### src/rtl/mdio_pkg.sv
// Shared constants for the MDIO management master.
// Assumes clause-22 frames: 32-bit preamble followed by 32 frame bits.
package mdio_pkg;
    localparam int FRAME_BITS = 64;
    localparam logic [1:0] SOF_CODE = 2'b01;
    localparam logic [1:0] OP_WR    = 2'b01;
    localparam logic [1:0] OP_RD    = 2'b10;
    localparam logic [1:0] TA_WR    = 2'b10;
    localparam logic [6:0] IDX_TA2     = 7'd47;
    localparam logic [6:0] IDX_TA1     = 7'd46;
    localparam logic [6:0] IDX_DATA0   = 7'd48;
    localparam logic [6:0] IDX_LAST_WR = 7'd63;
    localparam logic [6:0] IDX_LAST_RD = 7'd64;
endpackage

### src/rtl/mdio_tick_gen.sv
// Half-period timer for the management clock.
// Emits a one-cycle tick every DIV_HALF cycles while run is high; restarts when run drops.
module mdio_tick_gen #(
    parameter int DIV_HALF = 4
) (
    input  logic clk,
    input  logic rst_n,
    input  logic run,
    output logic tick
);
    localparam int CW = $clog2(DIV_HALF + 1);
    localparam logic [CW-1:0] CNT_END = CW'(DIV_HALF - 1);

    logic [CW-1:0] cnt_q;

    // Count system clocks within one half-period.
    always_ff @(posedge clk) begin
        if (!rst_n || !run)      cnt_q <= '0;
        else if (cnt_q == CNT_END) cnt_q <= '0;
        else                     cnt_q <= cnt_q + 1'b1;
    end

    assign tick = run && (cnt_q == CNT_END);
endmodule

### src/rtl/mdio_frame_build.sv
// Assembles the 64-bit serial image of a transaction, sent MSB first.
// Assumes read frames leave the last 18 positions zero (line released).
module mdio_frame_build
    import mdio_pkg::*;
(
    input  logic        is_read,
    input  logic [4:0]  phy_addr,
    input  logic [4:0]  reg_addr,
    input  logic [15:0] wr_data,
    output logic [FRAME_BITS-1:0] frame
);
    logic [13:0] header;
    logic [17:0] tail;

    // Build the header and the tail of the frame.
    always_comb begin
        header = {SOF_CODE, (is_read ? OP_RD : OP_WR), phy_addr, reg_addr};
        tail   = is_read ? 18'd0 : {TA_WR, wr_data};
        frame  = {32'hFFFF_FFFF, header, tail};
    end
endmodule

### src/rtl/mdio_master.sv
// MDIO management master driven by one command/status word.
// Assumes an external pull-up on the data line and a single PHY on the bus.
module mdio_master
    import mdio_pkg::*;
#(
    parameter int DIV_HALF = 4
) (
    input  logic        clk,
    input  logic        rst_n,
    input  logic        cmd_we,
    input  logic [31:0] cmd_wdata,
    output logic [31:0] cmd_rdata,
    output logic        mdc,
    output logic        mdio_o,
    output logic        mdio_oe,
    input  logic        mdio_i
);
    logic        busy_q, mdc_q, ready_q, err_q;
    logic [6:0]  idx_q;
    logic [FRAME_BITS-1:0] frame_q, frame_d;
    logic [15:0] data_q;
    logic [5:0]  reg_q;
    logic [4:0]  phy_q;
    logic [1:0]  op_q;
    logic        tick, accept, bad_cmd, is_rd;
    logic [1:0]  new_op;
    logic [6:0]  last_idx;

    assign new_op  = cmd_wdata[28:27];
    assign accept  = cmd_we && !busy_q;
    assign bad_cmd = cmd_wdata[21] || !((new_op == OP_WR) || (new_op == OP_RD));
    assign is_rd   = (op_q == OP_RD);
    assign last_idx = is_rd ? IDX_LAST_RD : IDX_LAST_WR;

    mdio_tick_gen #(.DIV_HALF(DIV_HALF)) i_tick (
        .clk(clk), .rst_n(rst_n), .run(busy_q), .tick(tick)
    );

    mdio_frame_build i_frame (
        .is_read(new_op == OP_RD),
        .phy_addr(cmd_wdata[26:22]),
        .reg_addr(cmd_wdata[20:16]),
        .wr_data(cmd_wdata[15:0]),
        .frame(frame_d)
    );

    // Command acceptance and the bit sequencer.
    always_ff @(posedge clk) begin
        if (!rst_n) begin
            busy_q <= 1'b0; mdc_q <= 1'b0; ready_q <= 1'b0; err_q <= 1'b0;
            idx_q <= '0; frame_q <= '0; data_q <= '0; reg_q <= '0;
            phy_q <= '0; op_q <= '0;
        end else if (accept) begin
            op_q    <= new_op;
            phy_q   <= cmd_wdata[26:22];
            reg_q   <= cmd_wdata[21:16];
            data_q  <= cmd_wdata[15:0];
            ready_q <= bad_cmd;
            err_q   <= bad_cmd;
            busy_q  <= !bad_cmd;
            idx_q   <= '0;
            mdc_q   <= 1'b0;
            frame_q <= bad_cmd ? '0 : frame_d;
        end else if (busy_q && tick) begin
            if (!mdc_q) begin
                mdc_q <= 1'b1;
                if (is_rd && idx_q == IDX_TA2 && mdio_i) err_q <= 1'b1;
                if (is_rd && idx_q >= IDX_DATA0 && idx_q <= IDX_LAST_WR)
                    data_q <= {data_q[14:0], mdio_i};
            end else begin
                mdc_q <= 1'b0;
                if (idx_q == last_idx) begin
                    busy_q  <= 1'b0;
                    ready_q <= 1'b1;
                end else begin
                    idx_q   <= idx_q + 1'b1;
                    frame_q <= {frame_q[FRAME_BITS-2:0], 1'b0};
                end
            end
        end
    end

    assign mdc       = mdc_q;
    assign mdio_o    = busy_q && frame_q[FRAME_BITS-1];
    assign mdio_oe   = busy_q && !(is_rd && idx_q >= IDX_TA1);
    assign cmd_rdata = {ready_q, err_q, 1'b0, op_q, phy_q, reg_q, data_q};
endmodule

### config.mk
export PLATFORM = sky130hd
export DESIGN_NAME = mdio_master
export DESIGN_NICKNAME = d
export VERILOG_FILES = /design/src/rtl/mdio_pkg.sv /design/src/rtl/mdio_tick_gen.sv /design/src/rtl/mdio_frame_build.sv /design/src/rtl/mdio_master.sv
export SDC_FILE = /design/constraint.sdc
export NUM_CORES = 1
export LEC_CHECK = 0
export ABC_AREA = 1
export ABC_CLOCK_PERIOD_IN_PS = 2100
export BUFFER_PORTS_ARGS = -buffer_cell sky130_fd_sc_hd__buf_2
export CAP_MARGIN = 20
export CORE_ASPECT_RATIO = 0.7
export CORE_MARGIN = 3
export CORE_UTILIZATION = 58
export DETAILED_ROUTE_END_ITERATION = 7
export PLACE_DENSITY = 0.82
export RECOVER_POWER = 100
export SLEW_MARGIN = 20
export SYNTH_ARGS = -nofsm -noshare
export SYNTH_HDL_FRONTEND = slang
export SYNTH_SLANG_ARGS = --single-unit
### constraint.sdc
create_clock -name clk -period 2.1 [get_ports clk]
set_input_delay 0.105 -clock clk [delete_from_list [all_inputs] [get_ports clk]]
set_output_delay 0.105 -clock clk [all_outputs]
set_load 0.01 [all_outputs]
==> results of run 1 <==
[per-stage QoR]
step | area, um^2 | cells | total power [mW] | util [%]
global placement | 5670 | 969 | 2.96 | 65.5
finish | 5940 | 985 | 4.77 | 68.7
detailed placement | 5670 | 969 | 2.99 | 65.5
CTS | 5990 | 985 | 4.82 | 69.3
floorplan | 5290 | 820 | 2.81 | -
global route | 5940 | 985 | 5.00 | 68.7
[layout by cell type (no fill, tap or decap), drive strengths merged]
| master | count |
|---|---|
| clkinvlp | 3 |
| buf | 54 |
| xor2 | 4 |
| inv | 103 |
| nand4 | 2 |
| nand3b | 4 |
| o31ai | 1 |
| nand3 | 69 |
| clkbuf | 42 |
| nand2 | 234 |
| xnor2 | 1 |
| clkinv | 1 |
| nor2 | 103 |
| dfxtp | 107 |
| o21ai | 42 |
| ha | 5 |
| conb | 1 |
| o22ai | 14 |
| bufinv | 2 |
| nor3 | 2 |
| a21oi | 71 |
[worst max-delay path: cells and delay by family (launching register included)]
family          cells  cell delay [ns]
compound gates      1             0.14
fa+ha+maj           2             0.33
buf+inv             2             0.46
flops               1             0.34
simple gates        4             0.55
[metal layers]
layer  track usage, %  share of wire [%]
met1             27.8                 45
met2             42.6                 48
met3             5.21                5.2
met4             7.69                1.5
met5                0                  0
[flip-flops by register name (all words and copies together) (netlist names)]
name          count
op_q              2
ready_q           1
busy_q            1
mdc               1
phy_q             5
err_q             1
i_tick.cnt_q      3
idx_q             7
reg_q             6
data_q           16
frame_q          64
[synthesized netlist by cell type, drive strengths merged]
master  instances
nand2         234
nor2          103
o31ai           1
ha              5
nor3            2
clkbuf         13
dfxtp         107
buf            45
o22ai          14
xor2            4
nand3          69
o21ai          42
a21oi          71
conb            1
inv           102
xnor2           1
nand4           2
nand3b          4
[cells by family (layout without fill, tap and decap cells)]
group	Yosys count	count (layout)	share of synthesized area, %
AND/OR/NAND/NOR	414	414	32.0
XOR/XNOR	5	5	0.828
buffers and inverters	160	205	13.0
flip-flops	107	107	40.5
other	1	1	0.0709
AO/OA/AOI/OAI	128	128	12.5
adder cells (fa/ha/maj)	5	5	1.18
[power breakdown]
group	total, mW	switching, mW	internal (mW)
Clock	1.83	0.777	1.05
Sequential	2.22	0.0586	2.16
Combinational	0.722	0.456	0.266
Total	4.77	1.29	3.48
[layout make-up]
class	count	area, um^2
Clock buffer	9	225
Sequential cell	107	2140
Inverter	102	383
Fill cell	776	2710
Clock inverter	7	100
Timing Repair Buffer	87	484
Tap cell	120	150
Multi-Input combinational cell	553	2460
[worst max path at each step]
stage	endpoint	start
global route	data_q[0]	busy_q
CTS	idx_q[1]	i_tick.cnt_q[0]
global placement	frame_q[51]	i_tick.cnt_q[0]
finish	idx_q[1]	i_tick.cnt_q[0]
floorplan	frame_q[11]	i_tick.cnt_q[0]
detailed placement	idx_q[1]	i_tick.cnt_q[0]
==> results.txt, run 1 <==
* Crit. End Element: flip-flop
* Maximum number of pins on one net before global-route repair: 56
- The pre-antenna-repair detailed-routing pass consisted of 7 iterations.
- In this run the static leakage power is 2.78 nW.
- CTS sink count: 107
- In this run the most critical hold path is launched from cmd_wdata[16].
- Final WS setup: 0.218 ns
- The worst-case IR drop observed on VDD is 0.000543 V.
* Setup crit start kind: flip-flop
- The first global-routing pass estimated 20,300 um of wire.
- The worst hold path was traced through 3 stages.
- Yosys top cell by area: sky130_fd_sc_hd__dfxtp_1
* CP Cell Sequence: ha_1 -> ha_1 -> nand2_1 -> nor2_1 -> nand3_2 -> buf_12 -> inv_1 -> nand2_1 -> a21oi_1
- Largest stage delay on the critical path: 0.34 ns
* Max stage delay cell, worst path: sky130_fd_sc_hd__dfxtp_1
* Crit-path max FO: 47
* TritonCTS clock tree: built
- The total overflow left after global routing is 0.
- After synthesis, the netlist uses 27 different library cells.
* Avg Synthesized Cell Area: 6.45 um^2
* Top cells by area, synth: sky130_fd_sc_hd__dfxtp_1 40%, sky130_fd_sc_hd__nand2_1 16%, sky130_fd_sc_hd__nor2_1 7.2%
* Final setup violating endpoints: 0
- Setup repair after global routing left no endpoint under its margin.
- Vias in the first global route: 4,710
* Post-Route WL: 11,900 um
- Worst r2r src: i_tick.cnt_q[0]
- The setup check on the worst reg-to-reg path leaves a slack of 0.22 ns.
* Pre-CTS setup slack: 0.230 ns
- Syn nets: 861
- For the final routed database, the setup TNS stands at 0 ns.
* Yosys synthesis warning count: 0
- Syn-to-layout area delta: 12.3%
- Total CTS buffers: 9
- CTS max path bufs: 2
- The floorplan step defined a core boundary enclosing 8650 um^2.
- The die is 85.9 um tall.
* RD Place Congestion: 0.804
* Max-cap viol count: 0
* Worst-case hold path end point: reg_q[0]
* Achievable Freq: 531 MHz
- In this run the cell area of the synthesized design comes to 5290 um^2.
- Number of DRC markers after the initial detailed-route iteration: 443
- Total of hold buffers inserted after clock tree synthesis: 0
- The count of final max-slew check failures was 0.
- Input and output buffers added on the ports amount to 66.
* Number of primary I/O pins: 71
- The worst hold path belongs to the class input port to flip-flop.
* Post-layout min period: 1.88 ns
* Cts repair resizes: 0
- Routed wire per std cell: 12.0 um
- Number of flip-flops and latches in the synthesized netlist: 107
- In this run the critical register-to-register path is captured at idx_q[1].
- Share of the cycle needed by the critical path after routing: 89.6%
* Full die area: 10,300 um^2
- H-Tree Depth: 3
- Global routing consumed, over all layers together, 23.5% of the routing resources.
- Detail Route Antenna Nets: 0
- In this run the clock root is driven by a sky130_fd_sc_hd__clkbuf_16.
* Ratio of total power to cell area: 803 nW/um^2
- The cell count after synthesis came out at 820.
- Number of hold-slack violations in the final timing report: 0
- After legalization and detailed placement, the total HPWL measured 7840 um.
- Fraction of final layout cells sized beyond drive strength 1: 8.79%
- Post-CTS setup buffer count: 0
- Number of antenna violations at the first check in global routing: 0
- Final hold slack: 0.00867 ns
- In the routed design, unresolved DRC markers number 0.
- Slew at the pin closest to its max-slew limit: 0.538 ns
- Via-to-Cell Ratio: 5.14
- Data arrival time at the worst-slack endpoint: 2.16 ns
* Final Net Count: 901
* Count of vias placed by the detailed router: 5,062
* Slew margin rel.: 64.1%
- Post-Route Skew: 0.00584 ns
* Initial standard-cell utilization of the core: 61.1%
- The number of antenna diodes in the final layout is 0.
- After floorplanning, the core was divided into 28 placement rows.
- Clock input transition at the sequential cells of the worst setup and hold paths: 0.07 ns
* Portion of synthesized cell area occupied by the leading cell type: 40.5%
* Outcome: finished, final reports clean
- The floorplan step set the die width to 120 um.
- Critical Setup Path Class: flip-flop to flip-flop
* Share of the yosys chip area belonging to registers: 40.5%
- R2R depth: 9
- For the worst-skew pair, the clock arrives at the later sink with an insertion delay of 0.35 ns.
- Data required, critical path: 2.38 ns
Power figures use the tool's default switching activity.
==> run 2, diff against run 1 <==
--- a/config.mk
+++ b/config.mk
@@ -18,4 +18,5 @@
 export SLEW_MARGIN = 20
 export SYNTH_ARGS = -nofsm -noshare
 export SYNTH_HDL_FRONTEND = slang
+export SYNTH_HIERARCHICAL = 1
 export SYNTH_SLANG_ARGS = --single-unit
==> run 2 against run 1 <==
- sequential cell count unchanged
- area after synthesis increased by 8.2%
- utilization decreased by 3.6 points
- non-clock buffer count decreased by 7
- highest routed layer unchanged
- critical endpoint is now frame_q[12]
- clock skew increased by 0.0017 ns
==> results.txt, run 2 <==
- Number of antenna violations at the first check in global routing: 0 (unchanged)
* Max-slew violation count: 0 (unchanged)
* Number of flip-flops and latches in the synthesized netlist: 107 (unchanged)
* Yosys synthesis warning count: 6 (+6)
- Relative to the synthesized area, the layout overhead comes to 5.92%.
- Area of the mapped netlist: 5730 um^2 (+8.2%)
- The starting density of the core was 61.4% (+0.26 points).
- Achievable Freq: 507 MHz (-4.7%)
- Clock group share of total power: 38.1% (-0.2 points)
* Total of hold buffers inserted after clock tree synthesis: 0 (unchanged)
* Clk_lat worst skew: 0.35 ns (about the same)
- The height of the die was 89.1 um (+3.7%).
- The proportion of layout cells with a drive suffix above 1 was 16.0% (+7.2 points).
* Pre-CTS setup slack: 0.195 ns (-0.0356 ns)
* Synthesized netlist cell count: 808 (-1.5%)
- The number of buffers on the longest clock path came to 2 (unchanged).
* Routed wire per std cell: 12.3 um (+2.5%)
- The total of fill cells in the finished design came to 813 (+4.8%).
* Via-to-Cell Ratio: 5.11 (-0.64%)
* Number of hold-slack violations in the final timing report: 0 (unchanged)
* Router iterations before antenna repair: 5 (-2)
* Sequential fraction of design power: 46.7% (about the same)
* Final Net Count: 872 (-3.2%)
- Pint: 3.56 mW (+2.3%)
- The fraction of the mapped netlist area in compound gates is 12.4% (-0.097 points).
- Setup repair after global routing left no endpoint under its margin.
* Sequential cell area: 2140 um^2 (unchanged)
- After synthesis, the most frequently instantiated cells are 215 x sky130_fd_sc_hd__nand2_1, 118 x sky130_fd_sc_hd__nor2_1, 107 x sky130_fd_sc_hd__dfxtp_1.
- Data arrival time at the worst-slack endpoint: 2.22 ns (+0.06 ns)
- Total CTS buffers: 9 (unchanged)
- Max stage delay cell, worst path: sky130_fd_sc_hd__dfxtp_1
- RD Place Congestion: 0.909 (+13%)
- Slew at the pin closest to its max-slew limit: 0.718 ns (+0.181 ns)
- The number of cells in the design after placement came to 944 (-2.6%).
* Max FFs per register: 64 (unchanged)
- The clock-pin slew reported for the worst setup and hold paths after clock tree synthesis was 0.07 ns (about the same).
- The count of placed standard cells in the final layout, fillers left out is 960 (-2.5%).
- CP Cell Sequence: ha_1 -> ha_1 -> nand2_1 -> inv_1 -> nand2_2 -> nor2_2 -> nand3_1 -> nand2_4 -> buf_8 -> nand2_1 -> nand2_1 -> nor2_1
* Area share of fa/ha/maj cells after synthesis: 1.09% (-0.090 points)
* Dominant combinational cell family by area after synthesis: simple AND/OR/NAND/NOR gates
- Commonest register cell after synthesis: sky130_fd_sc_hd__dfxtp_1
- Number of DRC violations after detailed routing: 0 (unchanged)
- Area used by multi-input combinational logic: 2830 um^2 (+15%)
- The power per cell area was 800 nW/um^2 (-0.42%).
- Post-Route Skew: 0.00756 ns (+0.00172 ns)
- The quantity of I/O buffers inserted on ports is 66 (unchanged).
- The share of the synthesized netlist area taken by xor and xnor gates came to 0.612% (-0.22 points).
* Yosys top cell by area: sky130_fd_sc_hd__dfxtp_1
- Cts repair resizes: 0 (unchanged)
* Vias in the first global route: 4,541 (-3.6%)
- The multiplexer area fraction after synthesis is 0% (unchanged).
* Wire length of the first global-routing pass: 20,400 um (+0.85%)
- The required time at the endpoint of the critical path is 2.35 ns (-0.03 ns).
- Count of vias placed by the detailed router: 4,902 (-3.2%)
* H-Tree Depth: 3 (unchanged)
- The maximum resistive drop on vdd was 0.000498 V (-8.4%).
* Outcome: finished, final reports clean
- Combinational share of power: 15.2% (about the same)
* Largest stage delay on the critical path: 0.34 ns (about the same)
- The tree is rooted in a sky130_fd_sc_hd__clkbuf_16.
* Antenna diode count: 0 (unchanged)
* Final setup violating endpoints: 0 (unchanged)
- The area of the die was 11,100 um^2 (+7.7%).
- The fraction of synthesis flops using an asynchronous set or reset pin came to 0% (unchanged).
- Leaving out fill and tap cells, the most frequent cell in the layout is sky130_fd_sc_hd__nand2_1.
- CTS sink count: 107 (unchanged)
- Width of the chip: 125 um (+3.8%)
- GRT overflow: 0 (unchanged)
- Top cells by area, synth: sky130_fd_sc_hd__dfxtp_1 37%, sky130_fd_sc_hd__nand2_1 14%, sky130_fd_sc_hd__a22oi_1 8.1%
- Number of primary I/O pins: 71 (unchanged)
- The count of nets left with antenna violations after detail routing came to 0 (unchanged).
* Post-Route WL: 11,900 um (about the same)
- Maximum number of pins on one net before global-route repair: 71 (+27%)
* Number of distinct standard cells referenced by the synthesized netlist: 28 (+3.7%)
- The largest registers in the layout are frame_q (64), data_q (16), idx_q (7).
* Number of synthesized flops with an enable pin: 0 (unchanged)
* Path class of the lowest-slack min-delay path: input port to flip-flop
* Final WS setup: 0.126 ns (-0.0922 ns)
* Setup slack, reg-to-reg: 0.13 ns (-0.09 ns)
* Max-cap viol count: 0 (unchanged)
* Most common cell in the netlist: sky130_fd_sc_hd__nand2_1
- The aggregate negative setup slack came to 0 ns (unchanged).
* Setup crit start kind: flip-flop
- The summed area of non-filler cells in the final layout is 6070 um^2 (+2.1%).
- Crit-path max FO: 32 (-32%)
- STA classifies the critical path endpoint as a flip-flop.
* Dpl cell area: 5820 um^2 (+2.6%)
- Share of the cycle needed by the critical path after routing: 94.0% (+4.4 points)
- The static leakage power came to 2.77 nW (-0.23%).
- Floorplan Core Area: 9330 um^2 (+7.8%)
- The number of post-CTS setup repair buffers came to 0 (unchanged).
- The number of DRC violations after detailed-routing iteration 0 was 471 (+6.3%).
- The site row count came to 29 (+3.6%).
* TritonCTS clock tree: built
- The cell that appears most often on the critical path is sky130_fd_sc_hd__nand2_1.
- Avg Synthesized Cell Area: 7.09 um^2 (+9.8%)
- Critical Setup Path Class: flip-flop to flip-flop
* Most frequent cells in the layout: 216 x sky130_fd_sc_hd__nand2_1, 118 x sky130_fd_sc_hd__nor2_1, 107 x sky130_fd_sc_hd__dfxtp_1
* Post-layout min period: 1.97 ns (+0.0922 ns)
- Simple-gate share of the synthesized area: 32.9% (+0.93 points)
- The top-area cell type share of the netlist area was 37.4% (-3.1 points).
- Switching Fraction: 26.6% (-0.43 points)
- The portion of the post-synthesis area used by sequential elements was 37.4% (-3.1 points).
- Psw: 1.29 mW (about the same)
* Reg with most FFs: frame_q
* Sum of net half-perimeters after detailed placement: 7700 um (-1.8%)
- The total track usage came to 22.0% (-1.5 points).
- The worst slew margin relative to its limit came to 52.1% (-12 points).
run 2: changes by cell type after synthesis, moves of 11 or more:
cell | previous run | this run
sky130_fd_sc_hd__buf_4 | 10 | 56
sky130_fd_sc_hd__o21ai_0 | 39 | 16
sky130_fd_sc_hd__nor2_1 | 102 | 118
sky130_fd_sc_hd__o22ai_1 | 14 | 0
sky130_fd_sc_hd__inv_1 | 100 | 40
sky130_fd_sc_hd__a21oi_1 | 71 | 28
sky130_fd_sc_hd__nand2_1 | 229 | 215
sky130_fd_sc_hd__nand3_1 | 67 | 20
sky130_fd_sc_hd__nor2_2 | 1 | 64
sky130_fd_sc_hd__a22oi_1 | 0 | 62
sky130_fd_sc_hd__buf_1 | 12 | 1
run 2: per-stage QoR:
step	power [mW]	hold WS (ns)	utilization [%]
detailed placement	3.06	0.391	62.4
finish	4.85	0.0354	65.0
global placement	3.02	0.381	62.4
floorplan	2.95	0.252	-
CTS	4.91	0.0245	65.9
global route	5.09	0.0475	65.0
run 2: layout make-up:
cell class,count,share of cell area (%)
Clock buffer,12,4.23
Clock inverter,4,1.20
Inverter,44,2.72
Multi-Input combinational cell,589,46.6
Sequential cell,107,35.3
Tap cell,124,2.56
Timing Repair Buffer,80,7.41
run 2: power by group through the flow:
stage                     registers (mW)  logic, mW  clock network (mW)
after CTS                           2.26      0.758                1.89
final                               2.27      0.739                1.85
after global placement              2.30      0.724                   0
after detailed placement            2.31      0.749                   0
after floorplan                     2.31      0.635                   0
after global routing                2.28      0.849                1.96
run 2: final timing paths:
path	to	depth (start not counted)	from
min reg2reg	i_tick/cnt_q[0]	1	i_tick/cnt_q[0]
min	reg_q[4]	3	cmd_wdata[20]
max reg2reg	frame_q[12]	12	i_tick/cnt_q[0]
max	frame_q[12]	12	i_tick/cnt_q[0]
run 2: cells by family (layout without fill, tap and decap cells):
kind of cell | after synthesis | in the layout
adder cells (fa/ha/maj) | 5 | 5
AO/OA/AOI/OAI | 109 | 109
buffers and inverters | 145 | 140
AND/OR/NAND/NOR | 435 | 435
XOR/XNOR | 4 | 4
other | 3 | 36
flip-flops | 107 | 107
run 2: routing by layer:
metal | routed length, um | part of all wire [%] | GRT usage, % | vias up
met3 | 558 | 4.7 | 5.31 | 21
met4 | 231 | 1.9 | 8.76 | 0
met1 | 5600 | 47 | 27.7 | 2233
li1 | - | - | - | 2517
met2 | 5460 | 46 | 37.1 | 131
met5 | 0 | 0 | 0 | -
run 2: critical path, delay by kind of cell, from the launching register on:
family,cells,cell delay [ns]
and+or+nand+nor,8,0.87
DFF,1,0.34
buffers and inverters,2,0.34
adders and majority gates,2,0.33
==> run 3, diff against run 2 <==
--- a/config.mk
+++ b/config.mk
@@ -9,7 +9,7 @@
 export ABC_CLOCK_PERIOD_IN_PS = 2100
 export BUFFER_PORTS_ARGS = -buffer_cell sky130_fd_sc_hd__buf_2
 export CAP_MARGIN = 20
-export CORE_ASPECT_RATIO = 0.7
+export CORE_ASPECT_RATIO = 1.5
 export CORE_MARGIN = 3
 export CORE_UTILIZATION = 58
 export DETAILED_ROUTE_END_ITERATION = 7
==> run 3 against run 2 <==
- die area about the same
- global-route usage down 0.42 points
- non-clock buffer count down 1
- sequential power about the same
- sequential cell count unchanged
- critical path depth down 3
- count of clock-buffer cells in the layout unchanged
- via count up 0.78%
- highest routed layer unchanged
==> results.txt, run 3 (synthesis results as in run 2) <==
- The flow ran to the end, and the final reports show no timing, DRC or antenna violations.
- Setup repair after global routing missed its margin: false
* Switching Fraction: 27.8% (+1.2 points)
* Count of placed standard cells including taps: 931 (-1.4%)
* Post-CTS setup buffer count: 0 (unchanged)
- Number of antenna violations at the first check in global routing: 0 (unchanged)
- GRT overflow: 0 (unchanged)
- The static leakage power came to 2.74 nW (-1.1%).
- The transition at the pin with the smallest max-transition slack is 0.672 ns (-0.0466 ns).
- Number of DRC violations after detailed routing: 0 (unchanged)
- The worst-case clock skew was 0.00852 ns (+0.000958 ns).
- The portion of the clock cycle consumed by the worst path in the final layout is 91.3% (-2.7 points).
* Post-Route WL: 11,900 um (+0.35%)
* Wire length of the first global-routing pass: 19,800 um (-3.3%)
- Peak-usage layer in the global routing report: met2
* Post-layout min period: 1.92 ns (-0.0566 ns)
* Final Instance Count excl. Fillers: 946 (-1.5%)
- Final setup violating endpoints: 0 (unchanged)
* Setup TNS: 0 ns (unchanged)
- Initial standard-cell utilization of the core: 60.8% (-0.59 points)
- The met3 capacity usage during global routing is 3.73% (-1.6 points).
- The area of the die was 11,100 um^2 (about the same).
* Number of primary I/O pins: 71 (unchanged)
- Syn-to-layout area delta: 4.57%
- The via count of the routed design is 4,940 (+0.78%).
* Overall routing resource usage: 21.6% (-0.42 points)
- Total number of placement rows: 43 (+48%)
- The internal cell power came to 3.28 mW (-7.9%).
- Kind of cell adding the most delay to the critical path: simple AND/OR/NAND/NOR gates
- Clock group share of total power: 33.8% (-4.3 points)
* Most frequent cells in the layout: 216 x sky130_fd_sc_hd__nand2_1, 119 x sky130_fd_sc_hd__nor2_1, 107 x sky130_fd_sc_hd__dfxtp_1
- Number of hold-slack violations in the final timing report: 0 (unchanged)
* Sum of net half-perimeters after detailed placement: 7910 um (+2.8%)
- Total CTS buffers: 9 (unchanged)
- The count of nets left with antenna violations after detail routing came to 0 (unchanged).
- H-Tree Depth: 3 (unchanged)
- Max-cap viol count: 0 (unchanged)
- The count of final max-slew check failures came to 0 (unchanged).
- The largest stage delay on the critical path is 0.49 ns (+0.15 ns).
* Maximum number of pins on one net before global-route repair: 75 (+5.6%)
- Leaving out fill and tap cells, the most frequent cell in the layout is sky130_fd_sc_hd__nand2_1.
* Die outline height: 128 um (+43%)
* Router iterations before antenna repair: 5 (unchanged)
- The worst setup path is launched from a flip-flop.
- The critical path is of the flip-flop to flip-flop type.
- The tightest min-delay check is of the input port to flip-flop type.
- The power per cell area is 758 nW/um^2 (-5.2%).
* Clock root buffer: sky130_fd_sc_hd__clkbuf_16
- The signal on the critical path passes through ha_1 -> inv_1 -> nor2_1 -> nand2_1 -> nand3_2 -> nand2_4 -> nand2_4 -> nand2_1 -> a21oi_1.
- Sum of internal, switching and leakage power: 4.54 mW (-6.4%)
* Number of DRC markers after the initial detailed-route iteration: 328 (-30%)
- Highest ir drop seen on vdd: 0.000691 V (+39%)
* Port buffer count: 66 (unchanged)
- Sequential fraction of design power: 49.9% (+3.2 points)
* Data arrival time at the worst-slack endpoint: 2.19 ns (-0.03 ns)
* Slew margin rel.: 55.2% (+3.1 points)
* GR Layer Usage met2: 38.1% (+1.0 points)
- Total of hold buffers inserted after clock tree synthesis: 0 (unchanged)
- TritonCTS built the clock tree.
* Vias in the first global route: 4,713 (+3.8%)
- The reported net switching power was 1.26 mW (-2.3%).
- The achievable frequency is 522 MHz (+3.0%).
- Final Net Count: 871 (-0.11%)
* Floorplan Core Area: 9420 um^2 (+0.97%)
- Clk_lat worst skew: 0.35 ns (about the same)
- In the final layout, the registers with the most flip-flops are frame_q (64), data_q (16), idx_q (7).
- Via-to-Cell Ratio: 5.22 (+2.3%)
- Width of the chip: 87.1 um (-30%)
- The proportion of layout cells with a drive suffix above 1 was 15.7% (-0.32 points).
* Reg with most FFs: frame_q
- RD Place Congestion: 0.921 (+1.3%)
* Crit. End Element: flip-flop
* Clock input transition at the sequential cells of the worst setup and hold paths: 0.07 ns (about the same)
- The power share of the combinational group was 16.2% (+1.0 points).
- Data required, critical path: 2.38 ns (+0.03 ns)
- The wire length per cell is 12.6 um (+1.8%).
- CTS max path bufs: 2 (unchanged)
- Max FFs per register: 64 (unchanged)
- Max stage delay cell, worst path: sky130_fd_sc_hd__dfxtp_1
- The maximum fanout along the worst path was 17 (-47%).
- The met1 track demand over resource came to 24.1% (-3.6 points).
* CTS sink count: 107 (unchanged)
- The post-cts sizing count was 0 (unchanged).
- Buffers & Inverters on Critical Path: 1 (-1)
- The count of antenna diodes in the layout came to 0 (unchanged).
[run 3: changes by cell type in the layout (fill, tap and decap cells not counted), sizes merged]
cell / delta
buf: -1
clkinvlp: -1
bufinv: -2
clkinv: +2
[run 3: per-layer routing]
layer  up-vias  part of all wire (%)
met1      2252                    42
li1       2514                     -
met5         -                     0
met3        38                   4.8
met2       136                    50
met4         0                   3.5
[run 3: area by class of cell]
class | count | area [um^2]
inverters | 44 | 165
repair buffers | 79 | 443
flip-flops and latches | 107 | 2140
clock inverters | 3 | 15.0
fillers | 861 | 3430
well taps | 112 | 140
clock buffers | 12 | 246
multi-input cells | 589 | 2840
[run 3: final timing paths]
kind,start,end,slack (ns),depth (start not counted)
worst min register to register,i_tick/cnt_q[0],i_tick/cnt_q[0],0.42,1
worst max-delay path,idx_q[1],data_q[3],0.18,9
worst min-delay path,cmd_wdata[19],reg_q[3],0.04,3
worst max register to register,idx_q[1],data_q[3],0.18,9
[run 3: through the flow]
stage	setup WS (ns)	cell area, um^2	utilization, %	hold WS, ns
after floorplan	0.485	5850	-	0.252
after global placement	0.198	5780	61.4	0.377
after detailed placement	0.152	5780	61.4	0.389
after CTS	0.139	6040	64.2	0.0309
after global routing	0.0251	5990	63.6	0.0503
final	0.183	5990	63.6	0.0383
[run 3: worst register-to-register path, cell delays in order, from the launching register on]
cell and delay, ns:
sky130_fd_sc_hd__dfxtp_1 0.49, sky130_fd_sc_hd__ha_1 0.26, sky130_fd_sc_hd__inv_1 0.07, sky130_fd_sc_hd__nor2_1 0.19, sky130_fd_sc_hd__nand2_1 0.13, sky130_fd_sc_hd__nand3_2 0.12, sky130_fd_sc_hd__nand2_4 0.15, sky130_fd_sc_hd__nand2_4 0.21
sky130_fd_sc_hd__nand2_1 0.10, sky130_fd_sc_hd__a21oi_1 0.13
[run 3: power groups by stage]
stage	sequential (mW)	clock (mW)	combinational (mW)
2_1_floorplan	2.31	0	0.635
3_3_place_gp	2.30	0	0.721
3_5_place_dp	2.31	0	0.745
4_1_cts	2.27	1.56	0.751
5_1_grt	2.28	1.65	0.842
6_report	2.27	1.54	0.737
